==> src/rtl/dma_regfile.sv <==
module dma_regfile #(
  parameter int NCH = 8,
  parameter int AW  = 5
) (
  input  logic             clk,
  input  logic             rst_n,
  input  logic             wr_en,
  input  logic [AW-1:0]    addr,
  input  logic [31:0]      wdata,
  output logic [31:0]      rdata,
  output logic [2*NCH-1:0] ch_mode,
  output logic [NCH-1:0]   ch_dir,
  input  logic [NCH-1:0]   ch_done,
  input  logic [NCH-1:0]   ch_err,
  input  logic [2*NCH-1:0] ch_state,
  output logic             irq
);

  localparam logic [AW-1:0] OFS_CTRL = AW'(0);
  localparam logic [AW-1:0] OFS_IEN  = AW'(8);
  localparam logic [AW-1:0] OFS_STAT = AW'(16);

  function automatic logic [4*NCH-1:0] ctrl_mask();
    logic [4*NCH-1:0] m;
    m = '0;
    for (int i = 0; i < NCH; i++) m[4*i +: 4] = 4'b0111;
    return m;
  endfunction

  localparam logic [4*NCH-1:0] CTRL_WM = ctrl_mask();

  logic [4*NCH-1:0] ctrl_q;
  logic [NCH-1:0]   ien_q, pend_q, errf_q;

  wire wr_ctrl = wr_en && (addr == OFS_CTRL);
  wire wr_ien  = wr_en && (addr == OFS_IEN);
  wire wr_stat = wr_en && (addr == OFS_STAT);

  wire [NCH-1:0] clr_p = wr_stat ? wdata[NCH-1:0]   : '0;
  wire [NCH-1:0] clr_e = wr_stat ? wdata[8 +: NCH]  : '0;

  always_ff @(posedge clk) begin
    if (!rst_n) begin
      ctrl_q <= '0;
      ien_q  <= '0;
      pend_q <= '0;
      errf_q <= '0;
    end else begin
      if (wr_ctrl) ctrl_q <= wdata[4*NCH-1:0] & CTRL_WM;
      if (wr_ien)  ien_q  <= wdata[NCH-1:0];
      pend_q <= (pend_q & ~clr_p) | ch_done | ch_err;
      errf_q <= (errf_q & ~clr_e) | ch_err;
    end
  end

  for (genvar n = 0; n < NCH; n++) begin : g_ch
    wire [1:0] fld = ctrl_q[4*n +: 2];
    assign ch_mode[2*n +: 2] = (fld == 2'b11) ? 2'b00 : fld;
    assign ch_dir[n]         = ctrl_q[4*n+2];
  end

  assign irq = |(pend_q & ien_q);

  always_comb begin
    rdata = '0;
    if (addr == OFS_CTRL) begin
      rdata[4*NCH-1:0] = ctrl_q;
    end else if (addr == OFS_IEN) begin
      rdata[NCH-1:0] = ien_q;
    end else if (addr == OFS_STAT) begin
      rdata[NCH-1:0]      = pend_q;
      rdata[8 +: NCH]     = errf_q;
      rdata[16 +: 2*NCH]  = ch_state;
    end
  end

  AST_RESET_QUIET: assert property (@(posedge clk)
    !rst_n |=> (!irq && ch_mode == '0 && ch_dir == '0));

  AST_ERR_SETS_BOTH: assert property (@(posedge clk) disable iff (!rst_n)
    (ch_err != '0) |=> (((pend_q & errf_q) & $past(ch_err)) == $past(ch_err)));

  AST_SET_BEATS_CLEAR: assert property (@(posedge clk) disable iff (!rst_n)
    (ch_done != '0) |=> ((pend_q & $past(ch_done)) == $past(ch_done)));

  AST_W1C_CLEARS: assert property (@(posedge clk) disable iff (!rst_n)
    wr_stat |=> ((pend_q & $past(wdata[NCH-1:0]) & ~$past(ch_done | ch_err)) == '0));

  AST_FLAGS_HOLD: assert property (@(posedge clk) disable iff (!rst_n)
    (!wr_stat && ch_done == '0 && ch_err == '0) |=> ($stable(pend_q) && $stable(errf_q)));

  AST_NO_ENABLE_NO_IRQ: assert property (@(posedge clk) disable iff (!rst_n)
    (ien_q == '0) |-> !irq);

endmodule

==> config.mk <==
export PLATFORM = sky130hd
export DESIGN_NAME = dma_regfile
export DESIGN_NICKNAME = d
export VERILOG_FILES = /design/src/rtl/dma_regfile.sv
export SDC_FILE = /design/constraint.sdc
export NUM_CORES = 1
export LEC_CHECK = 0
export ABC_AREA = 1
export BUFFER_PORTS_ARGS = -buffer_cell sky130_fd_sc_hd__buf_2
export CAP_MARGIN = 40
export CORE_MARGIN = 8
export CORE_UTILIZATION = 30
export CTS_BUF_LIST = sky130_fd_sc_hd__clkbuf_4
export CTS_CLUSTER_SIZE = 40
export DETAILED_ROUTE_END_ITERATION = 12
export GPL_ROUTABILITY_DRIVEN = 0
export HOLD_SLACK_MARGIN = 0.02
export SKIP_LAST_GASP = 1
export SLEW_MARGIN = 20
export SYNTH_ARGS = -nofsm -noshare
export SYNTH_HDL_FRONTEND = slang
export SYNTH_SLANG_ARGS = --single-unit
==> constraint.sdc <==
create_clock -name clk -period 2.05 [get_ports clk]
set_input_delay 0.205 -clock clk [delete_from_list [all_inputs] [get_ports clk]]
set_output_delay 0.205 -clock clk [all_outputs]
set_load 0.05 [all_outputs]
==> metrics.txt, run 1 <==
sequential share of power=55.4%; GRT overflow=0; Layout Nets=566; CTS H-tree lvls=2; switching share of power=26.57%; Via density=4.580; cells after synthesis=384; die area=0.01167 mm^2; Net Sw Power=469.4 uW; Max-slew headroom=63.92%; final worst slack=315.0 ps; Initial DRC Count=152; Mapped Nets=456; critical path cell sequence=buf_2, inv_2, nand2_2, nor2_2, nand2_1, o211ai_1, buf_2; RSZ-0062 raised after global routing=false; Final min period=1735 ps; worst reg-to-reg path cell count=2; Pre-antenna DRT Iters=4; Fin. Hold Viols=0; crit path from=addr[4]; reg2reg end=ctrl_q[0]$_SDFFE_PN0P_; slowest cell on the critical path=o211ai_1; setup bufs post-CTS=0; PwrDens=547.3 mW/mm^2; setup TNS=0 ps; most used cell, CP=buf_2; residual DRC count=0; #FFs+latches synth=48; VDD IR max=224.3 uV; fmax=0.5764 GHz; leakage power=0.001585 uW; Slowest Stage Delay on Critical Path=320 ps; Reg2Reg Setup Slack=1360 ps; CTS tree=done; pre-CTS setup slack=281.3 ps; count of pins over their slew limit=0; Placement Cell Area=0.003153 mm^2; Internal=1297 uW; WL final=8295 um; # diodes=0; Netlist cell types=22; Startpoint Class=input port; commonest non-fill, non-tap cell in the layout=buf_2; PortBufs=124; Root Driver=clkbuf_4; hold_buf cts=0; post-CTS resize count=0; Die Span X=108.0 um; Hold Worst Slack=74.51 ps; Clock Power Share=31.2%; drt wl/cell=13.83 um; remaining antenna violation count=0; Worst Path Max Fanout=8; final period utilization=84.63%; maxcap violations=0; hold path start=ch_err[3]; most frequent cells in the layout=buf_2 (124), nand2_1 (90), inv_1 (48), nor2_1 (48), dfxtp_1 (48); # fillers=925; via count=2,748; WHS Endpoint=errf_q[3]$_SDFF_PN0_; Setup CP Type=input port to primary output; synthesis-to-layout area growth=27.03%; clock buffer depth=2; GRT Util Overall=13.67%; hold depth=3; status=finished clean; die height=108.0 um; area of the multi-input gates=0.001180 mm^2; vias in the first global route=2,712; Final Setup Violations=0; antenna violations before repair=0; first-pass GRT wire length=12,960 um; CP required=1850 ps; Worst Hold Class=input port to register; CTS sink cnt=48; critical path arrival=1530 ps; crit path buf inv count=3; I/O Pins=129; row count=33; Synth warnings=0; Slew @ Worst Pin=539.3 ps; final instance area=0.003228 mm^2; Setup crit end kind=primary output; post-synthesis sequential area ratio=37.81%; CTS buffer count=5; clock skew=0 ps; largest net degree at the start of global routing=25; combinational power share=13.4%; Finished Core Util=39.29%; worst-skew pair later-pin latency=340 ps; Clk pin slew, worst setup/hold paths=150 ps; Core Footprint=0.008217 mm^2; Reg area=960.9 um^2; initial core utilization=30.93%; cell area after synthesis=0.002541 mm^2; share of cells above drive strength 1=29.90%; Critical R2R Launch=ctrl_q[0]$_SDFFE_PN0P_; CP top delay family=buffers and inverters; Final HPWL DP=6290 um; Mean Syn Cell Area=6.618 um^2
==> cells in the mapped netlist <==
library cell	instances	area (um^2)
a21oi_1	41	205.2
a22o_1	1	8.760
buf_1	1	3.750
buf_2	5	25.02
buf_4	10	75.07
buf_6	8	90.09
clkbuf_1	5	18.77
dfxtp_1	48	960.9
inv_1	48	180.2
inv_2	2	7.510
nand2_1	90	337.8
nand2_2	3	18.77
nand3_1	41	205.2
nand3_4	1	17.52
nor2_1	48	180.2
nor2_2	1	6.260
nor2_4	2	22.52
nor2_8	1	20.02
o211ai_1	6	45.04
o21ai_0	10	50.05
o21ai_1	10	50.05
o22ai_1	2	12.51
==> power groups by stage <==
stage | logic (uW) | registers, uW | clock network [uW]
after global placement | 235 | 997 | 0
after detailed placement | 239 | 998 | 0
after global routing | 263 | 982 | 615
after floorplan | 133 | 994 | 0
final | 237 | 978 | 552
after CTS | 241 | 978 | 581
==> state kept, by name (all words and copies together) (netlist names) <==
register and flops:
ien_q 8, ctrl_q 24, errf_q 8, pend_q 8
==> metal layers <==
| layer | share of wire [%] | routed length [um] | vias to the layer above | global-route usage [%] |
|---|---|---|---|---|
| li1 | - | - | 1418 | - |
| met1 | 42 | 3496 | 1223 | 16.07 |
| met2 | 48 | 3953 | 98 | 23.84 |
| met3 | 8.9 | 735 | 9 | 3.926 |
| met4 | 1.3 | 109 | 0 | 3.271 |
| met5 | 0 | 0 | - | 0 |
==> through the flow <==
stage,cells,total power [uW]
final,600,1767
after global routing,600,1860
after CTS,600,1800
after detailed placement,592,1238
after global placement,592,1233
after floorplan,384,1127
==> worst register-to-register path: stages (launching register included) <==
cell and delay (ps):
dfxtp_1 410, nand2_1 70, a21oi_1 150
==> logic make-up (layout without fill, tap and decap cells) <==
kind of cell | after synthesis | count (layout) | synth area share (%)
AND/OR/NAND/NOR | 187 | 187 | 31.81
flip-flops | 48 | 48 | 37.81
buffers and inverters | 79 | 190 | 15.76
AO/OA/AOI/OAI | 70 | 70 | 14.62
==> cell type report <==
type	count	area share, %
clock buffer	5	1.163
multi-input combinational	257	36.55
sequential	48	29.77
tap	105	4.070
timing repair buffer	132	21.47
inverter	50	5.814
clock inverter	3	1.163
==> worst max path at each step <==
stage                     cells after the start  slack [ps]   endpoint
after floorplan                               5          60  rdata[12]
after global placement                        7         320  rdata[13]
after detailed placement                      7         280  rdata[14]
after CTS                                     7         270  rdata[14]
after global routing                          7         190  rdata[14]
final                                         7         320   rdata[6]
Power figures use the tool's default switching activity.
==> run 2: changes to the inputs <==
==> constraint.sdc (replaced) <==
create_clock -name clk -period 1.8 [get_ports clk]
set_input_delay 0.18 -clock clk [delete_from_list [all_inputs] [get_ports clk]]
set_output_delay 0.18 -clock clk [all_outputs]
set_load 0.05 [all_outputs]
==> metrics.txt, run 2 (synthesis results as in run 1) <==
WL final=8281 um; final instance area=0.003242 mm^2; CTS sink cnt=48; initial core utilization=30.93%; clock skew=0 ps; Final min period=1665 ps; Setup crit end kind=primary output; remaining antenna violation count=0; drt wl/cell=13.76 um; hold depth=3; Layout Nets=568; Startpoint Class=input port; pre-CTS setup slack=18.23 ps; Worst Path Max Fanout=8; # diodes=0; synthesis-to-layout area growth=27.57%; Fin. Hold Viols=0; CTS tree=done; worst-skew pair later-pin latency=360 ps; critical path cell sequence=buf_2, inv_2, nand2_2, nor2_2, nand2_1, o211ai_1, buf_2; # fillers=928; Reg2Reg Setup Slack=1110 ps; commonest non-fill, non-tap cell in the layout=buf_2; Die Span X=108.0 um; antenna violations before repair=0; Slew @ Worst Pin=513.9 ps; GRT Util Overall=13.81%; CP required=1620 ps; CTS H-tree lvls=2; Core Footprint=0.008217 mm^2; slowest cell on the critical path=buf_2; max FFs per register=24; Critical R2R Launch=ctrl_q[5]$_SDFFE_PN0P_; clock buffer depth=2; Most flops, register=ctrl_q; vias in the first global route=2,724; Finished Layout Cells=602; leakage power=0.001585 uW; crit path buf inv count=3; largest net degree at the start of global routing=25; most used cell, CP=buf_2; Initial DRC Count=115; Final Setup Violations=0; final worst slack=135.3 ps; status=finished clean; VDD IR max=240.2 uV; Slowest Stage Delay on Critical Path=320 ps; most frequent cells in the layout=buf_2 (122), nand2_1 (90), inv_1 (48), nor2_1 (48), dfxtp_1 (48); Worst path depth=7; critical path arrival=1480 ps; Max-slew headroom=65.62%; row count=33; Placement Cell Area=0.003166 mm^2; count of pins over their slew limit=0; Setup CP Type=input port to primary output; CP top delay family=buffers and inverters; Worst Hold Class=input port to register; maxcap violations=0; RSZ-0062 raised after global routing=false; Root Driver=clkbuf_4; Clk pin slew, worst setup/hold paths=150 ps; Final HPWL DP=6253 um; die height=108.0 um; Hold Worst Slack=43.11 ps; placed cell count=592; Pre-antenna DRT Iters=4; share of cells above drive strength 1=30.38%; first-pass GRT wire length=13,120 um; die area=0.01167 mm^2; setup TNS=0 ps; PortBufs=124; residual DRC count=0; fmax=0.6007 GHz; final period utilization=92.48%; crit path from=addr[4]; CTS buffer count=5; worst reg-to-reg path cell count=2; GRT overflow=0; via count=2,746; Via density=4.561; I/O Pins=129; PwrDens=588.1 mW/mm^2; reg2reg end=ctrl_q[5]$_SDFFE_PN0P_; Worst Setup EP=rdata[6]
## run 2: cell types whose count changed in the layout (fill, tap and decap cells not counted), sizes merged
cell | before | now
clkinvlp | 0 | 1
clkbuf | 5 | 8
bufinv | 1 | 0
clkinv | 2 | 1
## run 2: area by class of cell
class	count	area, um^2	area share [%]
clock buffers	6	45.04	1.389
clock inverters	2	11.26	0.3474
inverters	50	187.7	5.789
multi-input cells	257	1180	36.40
flip-flops and latches	48	960.9	29.64
well taps	105	131.4	4.052
repair buffers	134	725.7	22.39
## run 2: routing by layer
metal	global-route usage, %	wire [um]
met1	15.97	3463
met2	24.59	4100
met3	4.045	657
met4	2.775	59
met5	0	0
## run 2: worst min-delay path by stage
| stage | from | end | slack [ps] |
|---|---|---|---|
| after CTS | ch_err[3] | errf_q[3]$_SDFF_PN0_ | 20 |
| after global routing | wdata[3] | ien_q[3]$_SDFFE_PN0P_ | 30 |
| final | ch_err[3] | errf_q[3]$_SDFF_PN0_ | 40 |
| after floorplan | ch_err[0] | errf_q[0]$_SDFF_PN0_ | 310 |
| after detailed placement | wdata[3] | ien_q[3]$_SDFFE_PN0P_ | 430 |
| after global placement | wdata[3] | ien_q[3]$_SDFFE_PN0P_ | 420 |
## run 2: stage by stage
stage / utilization, % / total power, uW
2_1_floorplan: - / 1283
3_3_place_gp: 38.53 / 1406
3_5_place_dp: 38.53 / 1410
4_1_cts: 39.21 / 1936
5_1_grt: 39.45 / 2002
6_report: 39.45 / 1907
## run 2: power by group
part / internal, uW / leakage (uW) / switching, uW
logic: 102 / 0.00116 / 171
clock network: 165 / 0.0000293 / 356
registers: 1090 / 0.000393 / 18.9
## run 2: worst register-to-register path: cells and delay by family, from the launching register on
family          cells  cell delay, ps
flops               1             440
compound gates      1             130
simple gates        1              80
## run 2: repair_timing
action | 4_1_cts | 5_1_grt
resized for setup | 0 | 2
setup buffers | 0 | 2
hold buffers | 0 | 0
setup endpoints to repair | 0 | 12
